==> src/rtl/i2s_tx_pkg.sv <==
// Package: i2s_tx_pkg
// Shared defaults and types for the I2S DAC transmitter.
// Assumes: one master clock domain; the bit-clock divide is even and at least 4.
package i2s_tx_pkg;

    // Default width of one channel word in bits.
    localparam int unsigned WORD_W_DEF   = 24;
    // Default number of master-clock cycles per bit-clock period.
    localparam int unsigned MCLK_DIV_DEF = 4;

    // Word-select level for each channel.
    typedef enum logic {
        CH_LEFT  = 1'b0,
        CH_RIGHT = 1'b1
    } chan_e;

    // Bits in one stereo frame.
    function automatic int unsigned frame_bits(input int unsigned word_w);
        return 2 * word_w;
    endfunction

    // Channel that owns a bit slot (the first half of the frame is left).
    function automatic chan_e slot_chan(input int unsigned slot, input int unsigned word_w);
        return (slot >= word_w) ? CH_RIGHT : CH_LEFT;
    endfunction

endpackage

==> src/rtl/i2s_tx_clkgen.sv <==
// Module: i2s_tx_clkgen
// Divides the master clock into the bit clock. It also gives two timing
// strobes: fall_o is high in the cycle whose closing edge drives sck_o low,
// and prefall_o is high one cycle before that.
// Assumes: DIV is even and >= 4; synchronous active-low reset.
module i2s_tx_clkgen #(
    parameter int unsigned DIV = 4
) (
    input  logic clk,
    input  logic rst_n,
    output logic sck_o,
    output logic fall_o,
    output logic prefall_o
);
    localparam int unsigned PH_W    = $clog2(DIV);
    localparam int unsigned PH_LAST = DIV - 1;
    localparam int unsigned PH_RISE = DIV / 2 - 1;
    localparam int unsigned PH_PRE  = DIV - 2;

    logic [PH_W-1:0] ph_q;
    logic            sck_q;

    // Phase counter within one bit-clock period.
    always_ff @(posedge clk) begin
        if (!rst_n) begin
            ph_q <= '0;
        end else if (ph_q == PH_W'(PH_LAST)) begin
            ph_q <= '0;
        end else begin
            ph_q <= ph_q + 1'b1;
        end
    end

    // Bit clock register: goes high mid-period and low at the period end.
    always_ff @(posedge clk) begin
        if (!rst_n) begin
            sck_q <= 1'b0;
        end else if (ph_q == PH_W'(PH_RISE)) begin
            sck_q <= 1'b1;
        end else if (ph_q == PH_W'(PH_LAST)) begin
            sck_q <= 1'b0;
        end
    end

    assign sck_o     = sck_q;
    assign fall_o    = (ph_q == PH_W'(PH_LAST));
    assign prefall_o = (ph_q == PH_W'(PH_PRE));

endmodule

==> src/rtl/i2s_tx_slotctr.sv <==
// Module: i2s_tx_slotctr
// Counts bit slots in a stereo frame, moving on at each bit-clock falling
// edge, and drives the word-select clock so it changes only on those edges.
// Assumes: fall_i is the strobe from i2s_tx_clkgen; slot 0 follows reset.
module i2s_tx_slotctr
    import i2s_tx_pkg::*;
#(
    parameter int unsigned WORD_W = WORD_W_DEF
) (
    input  logic                                       clk,
    input  logic                                       rst_n,
    input  logic                                       fall_i,
    output logic [$clog2(frame_bits(WORD_W))-1:0]      slot_o,
    output logic                                       lrck_o
);
    localparam int unsigned FRAME_W = frame_bits(WORD_W);
    localparam int unsigned SLOT_W  = $clog2(FRAME_W);

    logic [SLOT_W-1:0] slot_q;
    logic [SLOT_W-1:0] slot_nxt;
    chan_e             lr_q;

    // Next slot number, wrapping at the end of the frame.
    always_comb begin
        if (slot_q == SLOT_W'(FRAME_W - 1)) begin
            slot_nxt = '0;
        end else begin
            slot_nxt = slot_q + 1'b1;
        end
    end

    // Slot counter and word select, both updated on bit-clock falling edges.
    always_ff @(posedge clk) begin
        if (!rst_n) begin
            slot_q <= '0;
            lr_q   <= CH_LEFT;
        end else if (fall_i) begin
            slot_q <= slot_nxt;
            lr_q   <= slot_chan(int'(slot_nxt), WORD_W);
        end
    end

    assign slot_o = slot_q;
    assign lrck_o = lr_q;

endmodule

==> src/rtl/i2s_tx_shifter.sv <==
// Module: i2s_tx_shifter
// Holds the frame shift register and the last accepted stereo pair. On a
// load it takes the offered pair, or the held pair if none is offered, and
// drives its MSB. On each shift it drives the next bit. The bit that leaves
// first in the following frame is the LSB of this frame's right word.
// Assumes: load_i and shift_i are never high together.
module i2s_tx_shifter #(
    parameter int unsigned FRAME_W = 48
) (
    input  logic               clk,
    input  logic               rst_n,
    input  logic               load_i,
    input  logic               shift_i,
    input  logic               valid_i,
    input  logic [FRAME_W-1:0] pair_i,
    output logic               sdata_o,
    output logic               underrun_o
);
    logic [FRAME_W-1:0] sr_q;
    logic [FRAME_W-1:0] held_q;
    logic [FRAME_W-1:0] word_sel;
    logic               sd_q;
    logic               urun_q;

    // Choose between the new pair and the repeated one.
    assign word_sel = valid_i ? pair_i : held_q;

    // Last accepted pair, kept for repetition after a missed slot.
    always_ff @(posedge clk) begin
        if (!rst_n) begin
            held_q <= '0;
        end else if (load_i) begin
            held_q <= word_sel;
        end
    end

    // Shift register and serial output bit.
    always_ff @(posedge clk) begin
        if (!rst_n) begin
            sr_q <= '0;
            sd_q <= 1'b0;
        end else if (load_i) begin
            sr_q <= {word_sel[FRAME_W-2:0], 1'b0};
            sd_q <= word_sel[FRAME_W-1];
        end else if (shift_i) begin
            sr_q <= {sr_q[FRAME_W-2:0], 1'b0};
            sd_q <= sr_q[FRAME_W-1];
        end
    end

    // Underrun flag, set again at every load.
    always_ff @(posedge clk) begin
        if (!rst_n) begin
            urun_q <= 1'b0;
        end else if (load_i) begin
            urun_q <= !valid_i;
        end
    end

    assign sdata_o    = sd_q;
    assign underrun_o = urun_q;

endmodule

==> src/rtl/i2s_dac_tx.sv <==
// Module: i2s_dac_tx
// Clock-master I2S transmitter for a stereo DAC. It forwards the master
// clock, makes the bit clock and the word-select clock, and takes one
// stereo pair per frame. The pair is accepted on the falling bit-clock edge
// that starts slot 1, so the MSB follows the word-select edge by one slot.
// Assumes: clk is the master audio clock; synchronous active-low reset.
module i2s_dac_tx
    import i2s_tx_pkg::*;
#(
    parameter int unsigned WORD_W   = WORD_W_DEF,
    parameter int unsigned MCLK_DIV = MCLK_DIV_DEF
) (
    input  logic              clk,
    input  logic              rst_n,
    input  logic [WORD_W-1:0] pair_left_i,
    input  logic [WORD_W-1:0] pair_right_i,
    input  logic              pair_valid_i,
    output logic              pair_ready_o,
    output logic              frame_req_o,
    output logic              underrun_o,
    output logic              mclk_o,
    output logic              sck_o,
    output logic              lrck_o,
    output logic              sdata_o
);
    localparam int unsigned FRAME_W = frame_bits(WORD_W);
    localparam int unsigned SLOT_W  = $clog2(FRAME_W);

    logic              fall;
    logic              prefall;
    logic [SLOT_W-1:0] slot;
    logic              at_slot0;
    logic              load;
    logic              shift;

    // Master clock goes to the DAC unchanged.
    assign mclk_o = clk;

    i2s_tx_clkgen #(
        .DIV       (MCLK_DIV)
    ) u_clkgen (
        .clk       (clk),
        .rst_n     (rst_n),
        .sck_o     (sck_o),
        .fall_o    (fall),
        .prefall_o (prefall)
    );

    i2s_tx_slotctr #(
        .WORD_W (WORD_W)
    ) u_slotctr (
        .clk    (clk),
        .rst_n  (rst_n),
        .fall_i (fall),
        .slot_o (slot),
        .lrck_o (lrck_o)
    );

    // The load happens on the fall that leaves slot 0; every other fall shifts.
    assign at_slot0     = (slot == '0);
    assign load         = fall && at_slot0;
    assign shift        = fall && !at_slot0;
    assign pair_ready_o = load;
    assign frame_req_o  = prefall && at_slot0;

    i2s_tx_shifter #(
        .FRAME_W    (FRAME_W)
    ) u_shifter (
        .clk        (clk),
        .rst_n      (rst_n),
        .load_i     (load),
        .shift_i    (shift),
        .valid_i    (pair_valid_i),
        .pair_i     ({pair_left_i, pair_right_i}),
        .sdata_o    (sdata_o),
        .underrun_o (underrun_o)
    );

endmodule

==> config.mk <==
export PLATFORM = sky130hd
export DESIGN_NAME = i2s_dac_tx
export DESIGN_NICKNAME = d
export VERILOG_FILES = /design/src/rtl/i2s_tx_pkg.sv /design/src/rtl/i2s_tx_clkgen.sv /design/src/rtl/i2s_tx_slotctr.sv /design/src/rtl/i2s_tx_shifter.sv /design/src/rtl/i2s_dac_tx.sv
export SDC_FILE = /design/constraint.sdc
export NUM_CORES = 1
export LEC_CHECK = 0
export CAP_MARGIN = 30
export CORE_ASPECT_RATIO = 0.8
export CORE_MARGIN = 4
export CORE_UTILIZATION = 26
export DETAILED_ROUTE_END_ITERATION = 6
export PLACE_DENSITY = 0.52
export SETUP_SLACK_MARGIN = 0.5
export SYNTH_ARGS = -nofsm -noshare
export SYNTH_HDL_FRONTEND = slang
export SYNTH_SLANG_ARGS = --single-unit
==> constraint.sdc <==
create_clock -name clk -period 4.8 [get_ports clk]
set_input_delay 0.96 -clock clk [delete_from_list [all_inputs] [get_ports clk]]
set_output_delay 0.96 -clock clk [all_outputs]
set_load 0.05 [all_outputs]
==> results of run 1 <==
[cells in the mapped netlist, types with 2 or more instances]
| master | n | area share |
|---|---|---|
| clkbuf_1 | 30 | 0.022 |
| o31ai_1 | 42 | 0.062 |
| o211a_1 | 44 | 0.086 |
| o21a_1 | 3 | 0.0044 |
| nor2b_1 | 8 | 0.0098 |
| buf_2 | 9 | 0.0088 |
| nand2b_1 | 4 | 0.0049 |
| xnor2_1 | 2 | 0.0034 |
| mux2i_1 | 55 | 0.11 |
| nand3b_1 | 48 | 0.070 |
| nand2_1 | 49 | 0.036 |
| ha_1 | 5 | 0.012 |
| inv_1 | 4 | 0.0029 |
| dfxtp_1 | 107 | 0.42 |
| buf_4 | 11 | 0.016 |
| o21ai_0 | 7 | 0.0068 |
| nor2_1 | 45 | 0.033 |
| o22ai_1 | 2 | 0.0024 |
| nand3_1 | 4 | 0.0039 |
| a21boi_0 | 4 | 0.0059 |
| and2_1 | 44 | 0.054 |
| mux2_2 | 6 | 0.013 |
[registers in the layout, indices dropped and copies added (netlist names)]
name and count:
u_shifter.underrun_o 1, u_clkgen.ph_q 2, u_slotctr.slot_o 6, u_shifter.held_q 48, u_clkgen.sck_o 1, u_shifter.sr_q 47, u_shifter.sdata_o 1, u_slotctr.lrck_o 1
[stage by stage]
stage	hold slack, ns	std cells
finish	0.4826	830
global route	0.5100	830
CTS	0.4833	830
detailed placement	0.4660	811
global placement	0.4444	811
floorplan	0.4331	542
[cell type report]
type,count,area [um^2]
inverters,4,15.01
flip-flops and latches,107,2142
clock inverters,4,27.53
well taps,258,322.8
fillers,2004,13000
repair buffers,61,590.6
multi-input cells,380,2721
clock buffers,16,320.3
[per-layer routing]
layer	global-route usage	routed length (um)
met1	0.1310	5339
met2	0.1614	5000
met3	0.03310	470
met4	0.04480	179
met5	0	0
[worst paths after layout]
check / from / to / slack [ns]
max: clk / mclk_o / 0.78
min: u_clkgen.ph_q[0]$_SDFF_PP0_ / u_clkgen.ph_q[0]$_SDFF_PP0_ / 0.48
max reg2reg: u_slotctr.slot_o[0]$_SDFFE_PN0P_ / u_shifter.held_q[45]$_SDFFE_PN0N_ / 2.28
min reg2reg: u_clkgen.ph_q[0]$_SDFF_PP0_ / u_clkgen.ph_q[0]$_SDFF_PP0_ / 0.48
[worst max-delay path, cell delays in order]
cell	delay (ns)
clkbuf_16	0.12
clkbuf_16	0.13
dlygate4sd2_1	0.41
[cells in the final DEF, fill, tap and decap left out, types with 2 or more instances in the layout]
cell	instances
nor2_1	45
clkinvlp_4	3
nor2b_1	8
buf_4	6
o211a_1	44
o31ai_1	42
nand2_1	48
clkbuf_1	3
and2_1	44
xnor2_1	2
inv_1	4
mux2i_1	55
o21ai_0	7
clkdlybuf4s50_1	54
a21boi_0	4
o22ai_1	2
nand3b_1	48
mux2_2	6
nand3_1	4
nand2b_1	4
ha_1	4
o21a_1	3
dfxtp_1	107
clkbuf_16	12
[logic make-up after synthesis]
logic type | Yosys count | share of synthesized area
xor gates and xnor gates | 2 | 0.003422
buffers and inverters | 55 | 0.05205
AOI/OAI and AO/OA | 103 | 0.1684
and+or+nand+nor | 209 | 0.2248
muxes | 61 | 0.1207
adders and majority gates | 5 | 0.01222
DFF | 107 | 0.4184
[repair_timing]
action                                 in CTS  in global routing
buffers inserted                            0                  0
resized for setup                           1                  0
endpoints found under the hold margin       0                  0
setup endpoints to repair                   1                  0
[power breakdown]
group / internal (uW) / switching, uW
Combinational: 142 / 147
Sequential: 931 / 22.7
Clock: 466 / 376
Total: 1540 / 545
==> summary.md, run 1 <==
| Metric | Value |
|---|---|
| Async S/R FF share, synth | `0` |
| Crit start category | `clock port` |
| Final hold violations | `0` |
| Fin Clk Skew | `0.008478 ns` |
| WP data arrival | `slightly above 3 ns` |
| Starting Density | `0.2675` |
| Largest net degree at the start of global routing | `95` |
| Max-cap violations | `0` |
| DIE WIDTH | `~160 um` |
| Tot Pwr | `between 2000 and 2500 uW` |
| Synth Warn # | `0` |
| DRT Wirelength | `between 10000 and 15000 um` |
| Maximum vdd drop | `approximately 0.22 mV` |
| Die outline height | `roughly 130 um` |
| Synthesized area per cell | `9.446 um^2` |
| Worst setup EP type | `primary output` |
| CTS Hold Bufs | `0` |
| Final setup vio count | `0` |
| Ports | `58` |
| Final Util | `0.3207` |
| Nets | `between 600 and 700` |
| Worst r2r path cells | `7` |
| Area grow syn2layout | `19.92%` |
| Status | `complete, no violations` |
| Clk_lat worst skew | `roughly 0.46 ns` |
| Hold Crit Depth | `1` |
| Register area share after synthesis | `0.4184` |
| DR vias/cell | `about 4.6` |
| Kind of critical path | `clock port to primary output` |
| DRC Markers | `0` |
| Worst-path clk slew | `around 0.07 ns` |
| Worst Slack Setup Final | `a little under 0.8 ns` |
| Required time of the worst setup path | `between 3 and 4 ns` |
| Crit Path Max Fanout | `2` |
| Post-place instance area | `approximately 5800 um^2` |
| Initial DRC Count | `183` |
| # rows | `45` |
| Final global-route overflow total | `0` |
| Gr usage total | `0.1034` |
| Hold WC Path Type | `register to register` |
| Slew Viols, Final | `0` |
| Number of synthesized flops with an enable pin | `0` |
| Initial antenna violation count | `0` |
| Port bufs | `57` |
| Top_reg_cell synth | `dfxtp_1` |
| Place WS | `roughly 0.77 ns` |
| WL/cell | `approximately 13 um` |
| Power Density | `~340 nW/um^2` |
| Antenna-violating nets left | `0` |
| Mapped Area | `roughly 5000 um^2` |
| Gate Count Post-Synth | `about 540` |
| Share of cells above drive strength 1 | `0.06119` |
| RSZ-0062 raised after global routing | `no` |
| Synth Register Bits | `107` |
| Post-DP HPWL | `6549 um` |
| Least-Margin Pin Slew | `~0.96 ns` |
| DR vias | `3819` |
| Vias in the first global route | `between 3000 and 4000` |
| First-pass GRT wire length | `around 18000 um` |
| RePlAce Congestion | `about 0.7` |
| Core Area | `19140 um^2` |
| Leakage | `0.002798 uW` |
| Design Area, Final | `between 6000 and 7000 um^2` |
| Yosys cell types | `31` |
| Ant. Diodes | `0` |
| CTS tree | `done` |
| Slew HR | `0.3603` |
| Syn_nets | `about 600` |
| Die area | `about 22000 um^2` |
| DR pass1 iterations | `4` |
| Setup_tns | `0 ns` |
Power figures use the tool's default switching activity.
==> inputs of run 2 (changes only) <==
PLACE_DENSITY = 0.54   (was 0.52)
clock period = 3.3 ns   (was 4.8 ns; I/O delays follow)
==> summary.md, run 2 (synthesis results as in run 1) <==
| Metric | Value |
|---|---|
| Nets | `~630` |
| Worst r2r path cells | `7` |
| Post-CTS resize count | `5` |
| CTS tree | `done` |
| Final hold violations | `0` |
| Worst setup EP type | `primary output` |
| Gr usage total | `0.1052` |
| CP top delay family | `buffers and inverters` |
| Core Area | `approximately 19000 um^2` |
| WP data arrival | `roughly 2.1 ns` |
| Worst Setup EP | `mclk_o` |
| Kind of critical path | `clock port to primary output` |
| Antenna-violating nets left | `0` |
| Slew HR | `0.3739` |
| Reg-to-Reg Start | `u_slotctr.slot_o[0]$_SDFFE_PN0P_` |
| Final Util | `0.3234` |
| Power Density | `492.7 nW/um^2` |
| Setup_tns | `0 ns` |
| Initial DRC Count | `about 160` |
| Hold WC Path Type | `register to register` |
| Commonest non-fill, non-tap cells in the layout | `dfxtp_1, mux2i_1, clkdlybuf4s50_1` |
| Worst Slack Setup Final | `roughly 0.55 ns` |
| WL/cell | `between 10 and 15 um` |
| Final setup vio count | `0` |
| Crit path cell chain | `clkbuf_16 -> clkbuf_16 -> buf_2` |
| Vias in the first global route | `~3800` |
| Maximum vdd drop | `roughly 0.32 mV` |
| DRT Wirelength | `approximately 11000 um` |
| First-pass GRT wire length | `roughly 19000 um` |
| Leakage | `0.002841 uW` |
| DIE WIDTH | `around 160 um` |
| Crit path depth | `3` |
| Crit start category | `clock port` |
| Die outline height | `~130 um` |
| Slew Viols, Final | `0` |
| Top reg by flops | `u_shifter.held_q` |
| Status | `complete, no violations` |
| Largest net degree at the start of global routing | `90` |
| Post-Place Cells | `between 800 and 900` |
| Largest register FFs | `48` |
| Ant. Diodes | `0` |
| Flop2flop setup slack | `0.87 ns` |
| RSZ-0062 raised after global routing | `no` |
| Post CTS Setup Buffer Count | `0` |
| Max-cap violations | `0` |
| Final non-filler cell total | `around 830` |
| Port bufs | `57` |
| DR vias/cell | `around 4.6` |
| RePlAce Congestion | `0.7396` |
| # rows | `45` |
| Place WS | `approximately 0.32 ns` |
| Least-Margin Pin Slew | `about 0.94 ns` |
| Largest stage delay on the critical path | `0.20 ns` |
| Final global-route overflow total | `0` |
| DRC Markers | `0` |
| Starting Density | `0.2675` |
| Crit Path Max Fanout | `2` |
| Share of cells above drive strength 1 | `0.07317` |
| FF-to-FF End | `u_shifter.held_q[4]$_SDFFE_PN0N_` |
| DR vias | `3832` |
| Area grow syn2layout | `20.92%` |
| Most common cell after layout, fill and taps aside | `dfxtp_1` |
| Worst-path clk slew | `0.06 ns` |
| Initial antenna violation count | `0` |
| CTS Hold Bufs | `0` |
| Crit path buffers/inverters | `3` |
| CP max stage cell | `buf_2` |
| Clk_lat worst skew | `0.45 ns` |
| Required time of the worst setup path | `2.64 ns` |
| Fin Clk Skew | `~0.0068 ns` |
| Post-DP HPWL | `between 6000 and 7000 um` |
| Ports | `58` |
| DR pass1 iterations | `6` |
| CP startpoint | `clk` |
| Die area | `22020 um^2` |
| CP dominant cell by count | `clkbuf_16` |
[run 2: cell count changes in the layout (fill, tap and decap cells not counted)]
cell	delta
clkbuf_1	-2
clkinv_4	+1
buf_12	+3
clkinv_2	+3
dlygate4sd2_1	-1
buf_2	+1
clkdlybuf4s50_1	-2
clkinvlp_4	-3
clkbuf_8	+1
buf_4	+1
[run 2: cell type report]
| cell class | count | area [um^2] |
|---|---|---|
| fillers | 2001 | 12950 |
| multi-input cells | 380 | 2721 |
| flip-flops and latches | 107 | 2142 |
| repair buffers | 63 | 638.1 |
| clock buffers | 15 | 322.8 |
| well taps | 258 | 322.8 |
| clock inverters | 5 | 28.78 |
| inverters | 4 | 15.01 |
[run 2: per-layer routing]
metal	vias to the layer above	routed length (um)	global-route usage
li1	1957	-	-
met1	1811	5487	0.1308
met2	53	5255	0.1746
met3	11	384	0.03124
met4	0	132	0.03418
met5	-	0	0
[run 2: worst min path at each step]
stage	cells past startpoint	to	slack, ns	from
2_1_floorplan	1	u_clkgen.ph_q[0]$_SDFF_PP0_	0.43	u_clkgen.ph_q[0]$_SDFF_PP0_
3_3_place_gp	1	u_clkgen.ph_q[0]$_SDFF_PP0_	0.45	u_clkgen.ph_q[0]$_SDFF_PP0_
3_5_place_dp	1	u_clkgen.ph_q[0]$_SDFF_PP0_	0.46	u_clkgen.ph_q[0]$_SDFF_PP0_
4_1_cts	1	u_clkgen.ph_q[0]$_SDFF_PP0_	0.48	u_clkgen.ph_q[0]$_SDFF_PP0_
5_1_grt	1	u_clkgen.ph_q[0]$_SDFF_PP0_	0.50	u_clkgen.ph_q[0]$_SDFF_PP0_
6_report	1	u_clkgen.ph_q[0]$_SDFF_PP0_	0.47	u_clkgen.ph_q[0]$_SDFF_PP0_
[run 2: where the power goes]
| part | switching (uW) | internal [uW] | total [uW] |
|---|---|---|---|
| logic | 220 | 214 | 434 |
| clock network | 537 | 692 | 1230 |
| registers | 33.3 | 1350 | 1390 |
| total | 789 | 2260 | 3050 |
[run 2: per-stage QoR]
step	hold slack, ns	total power (uW)	cell area, um^2
finish	0.4707	3050	6191
detailed placement	0.4625	1929	5849
global placement	0.4458	1919	5849
floorplan	0.4331	1783	5120
global route	0.5028	3223	6191
CTS	0.4761	3112	6191
==> inputs of run 3 (changes only) <==
clock period = 2.4 ns   (was 3.3 ns; I/O delays follow)
==> summary.md, run 3 (synthesis results as in run 1) <==
| Metric | Value |
|---|---|
| Status | `complete, but fails checks` |
| Failing checks | `negative setup slack` |
| Crit start category | `register` |
| First-pass GRT wire length | `roughly 23000 um` |
| Design Area, Final | `just over 8000 um^2` |
| Reg-to-Reg Start | `u_slotctr.slot_o[0]$_SDFFE_PN0P_` |
| DR vias | `~4300` |
| Final setup vio count | `7` |
| Post-Place Cells | `816` |
| Die outline height | `between 100 and 150 um` |
| Fmax | `around 400 MHz` |
| Setup_tns | `-0.1383 ns` |
| CP top delay family | `simple AND/OR/NAND/NOR gates` |
| Port bufs | `57` |
| Crit Path Max Fanout | `2` |
| Share of cells above drive strength 1 | `0.3877` |
| Commonest non-fill, non-tap cells in the layout | `dfxtp_1, mux2i_1, nand3b_1, clkdlybuf4s50_1, o211a_1` |
| Starting Density | `0.2675` |
| Most common cell after layout, fill and taps aside | `dfxtp_1` |
| Vias in the first global route | `4335` |
| Max-cap violations | `0` |
| Top reg by flops | `u_shifter.held_q` |
| Fin Clk Skew | `0.01304 ns` |
| Slew HR | `0.6474` |
| Ports | `just under 60` |
| Hold Crit Depth | `1` |
| Maximum vdd drop | `between 0.7 and 0.8 mV` |
| Least-Margin Pin Slew | `between 0.5 and 0.6 ns` |
| Crit path cell chain | `inv_4 -> ha_4 -> or4b_4 -> nor3b_4 -> buf_12` |
| Final non-filler cell total | `a little under 900` |
| Crit path buffers/inverters | `2` |
| Ant. Diodes | `0` |
| HP Start | `u_clkgen.ph_q[0]$_SDFF_PP0_` |
| Nets | `around 680` |
| DR vias/cell | `4.840` |
| DRT Wirelength | `between 15000 and 20000 um` |
| DR pass1 iterations | `4` |
| # rows | `45` |
| Hold WC Path Type | `register to register` |
| CP max stage cell | `or4b_4` |
| Crit path depth | `5` |
| RePlAce Congestion | `between 0.7 and 0.8` |
| Power Density | `between 600 and 700 nW/um^2` |
| CTS tree | `done` |
| DIE WIDTH | `approximately 160 um` |
| RSZ-0062 raised after global routing | `yes` |
| Flop2flop setup slack | `-0.02 ns` |
| Initial antenna violation count | `0` |
| Hold Path Sink | `u_clkgen.ph_q[0]$_SDFF_PP0_` |
| Clk_lat worst skew | `around 0.47 ns` |
| Gr usage total | `0.1318` |
| Antenna-violating nets left | `0` |
| Worst-path clk slew | `~0.080 ns` |
| Hold WS | `around 0.47 ns` |
| Largest net degree at the start of global routing | `between 100 and 150` |
| Initial DRC Count | `240` |
| WL/cell | `about 17 um` |
| Die area | `approximately 22000 um^2` |
| Slew Viols, Final | `0` |
| FF-to-FF End | `u_shifter.held_q[24]$_SDFFE_PN0N_` |
| Post-place instance area | `a little under 6000 um^2` |
| WP data arrival | `approximately 2.0 ns` |
| Required time of the worst setup path | `about 1.9 ns` |
| Final min period | `around 2.5 ns` |
| Period utilization | `1.034` |
| Kind of critical path | `register to primary output` |
| Final hold violations | `0` |
| Final global-route overflow total | `0` |
| Largest stage delay on the critical path | `0.50 ns` |
| Leakage | `0.003759 uW` |
| Post-DP HPWL | `7112 um` |
| Worst setup EP type | `primary output` |
| Area grow syn2layout | `60.34%` |
| Largest register FFs | `between 40 and 50` |
| DRC Markers | `0` |
| Core Area | `between 15000 and 20000 um^2` |
| Worst Slack Setup Final | `-0.08176 ns` |
| Worst r2r path cells | `12` |
-- run 3: layer usage --
layer / share of wire / vias to the layer above / global-route usage
met5: 0 / - / 0
met4: 0.022 / 0 / 0.06051
met3: 0.037 / 22 / 0.02938
met2: 0.48 / 76 / 0.2101
met1: 0.46 / 2106 / 0.1697
li1: - / 2104 / -
-- run 3: cell type report --
class	count	area, um^2
Fill cell	1768	10930
Multi-Input combinational cell	380	3438
Sequential cell	107	2147
Timing Repair Buffer	121	1874
Clock buffer	13	325.3
Tap cell	258	322.8
Clock inverter	7	83.83
Inverter	4	17.52
-- run 3: power breakdown --
part	internal, uW	leakage (uW)	switching, uW	total, uW
Combinational	657	0.00270	508	1160
Sequential	1860	0.000868	50.9	1910
Clock	1110	0.000191	850	1960
-- run 3: how the worst max path moves through the flow --
stage / to / from / slack (ns)
after detailed placement: mclk_o / clk / 0.05
final: pair_ready_o / u_slotctr.slot_o[0]$_SDFFE_PN0P_ / -0.08
after CTS: pair_ready_o / u_slotctr.slot_o[0]$_SDFFE_PN0P_ / -0.07
after global routing: pair_ready_o / u_slotctr.slot_o[0]$_SDFFE_PN0P_ / -0.14
after global placement: mclk_o / clk / 0.05
after floorplan: pair_ready_o / u_slotctr.slot_o[0]$_SDFFE_PN0P_ / 0.29
-- run 3: per-stage QoR --
stage	worst slack [ns]	power (uW)	utilization
6_report	-0.08176	5042	0.4288
5_1_grt	-0.1352	5252	0.4288
4_1_cts	-0.07229	4917	0.3915
3_5_place_dp	0.04791	2669	0.3095
3_3_place_gp	0.04791	2651	0.3095
2_1_floorplan	0.2852	2459	-
-- run 3: what timing repair did --
item / in CTS / in global routing
buffers inserted: 20 / 10
setup endpoints to repair: 82 / 100
pin swaps: 38 / 22
gates resized for setup: 185 / 80
cloned: 17 / 8
hold buffers: 0 / 0
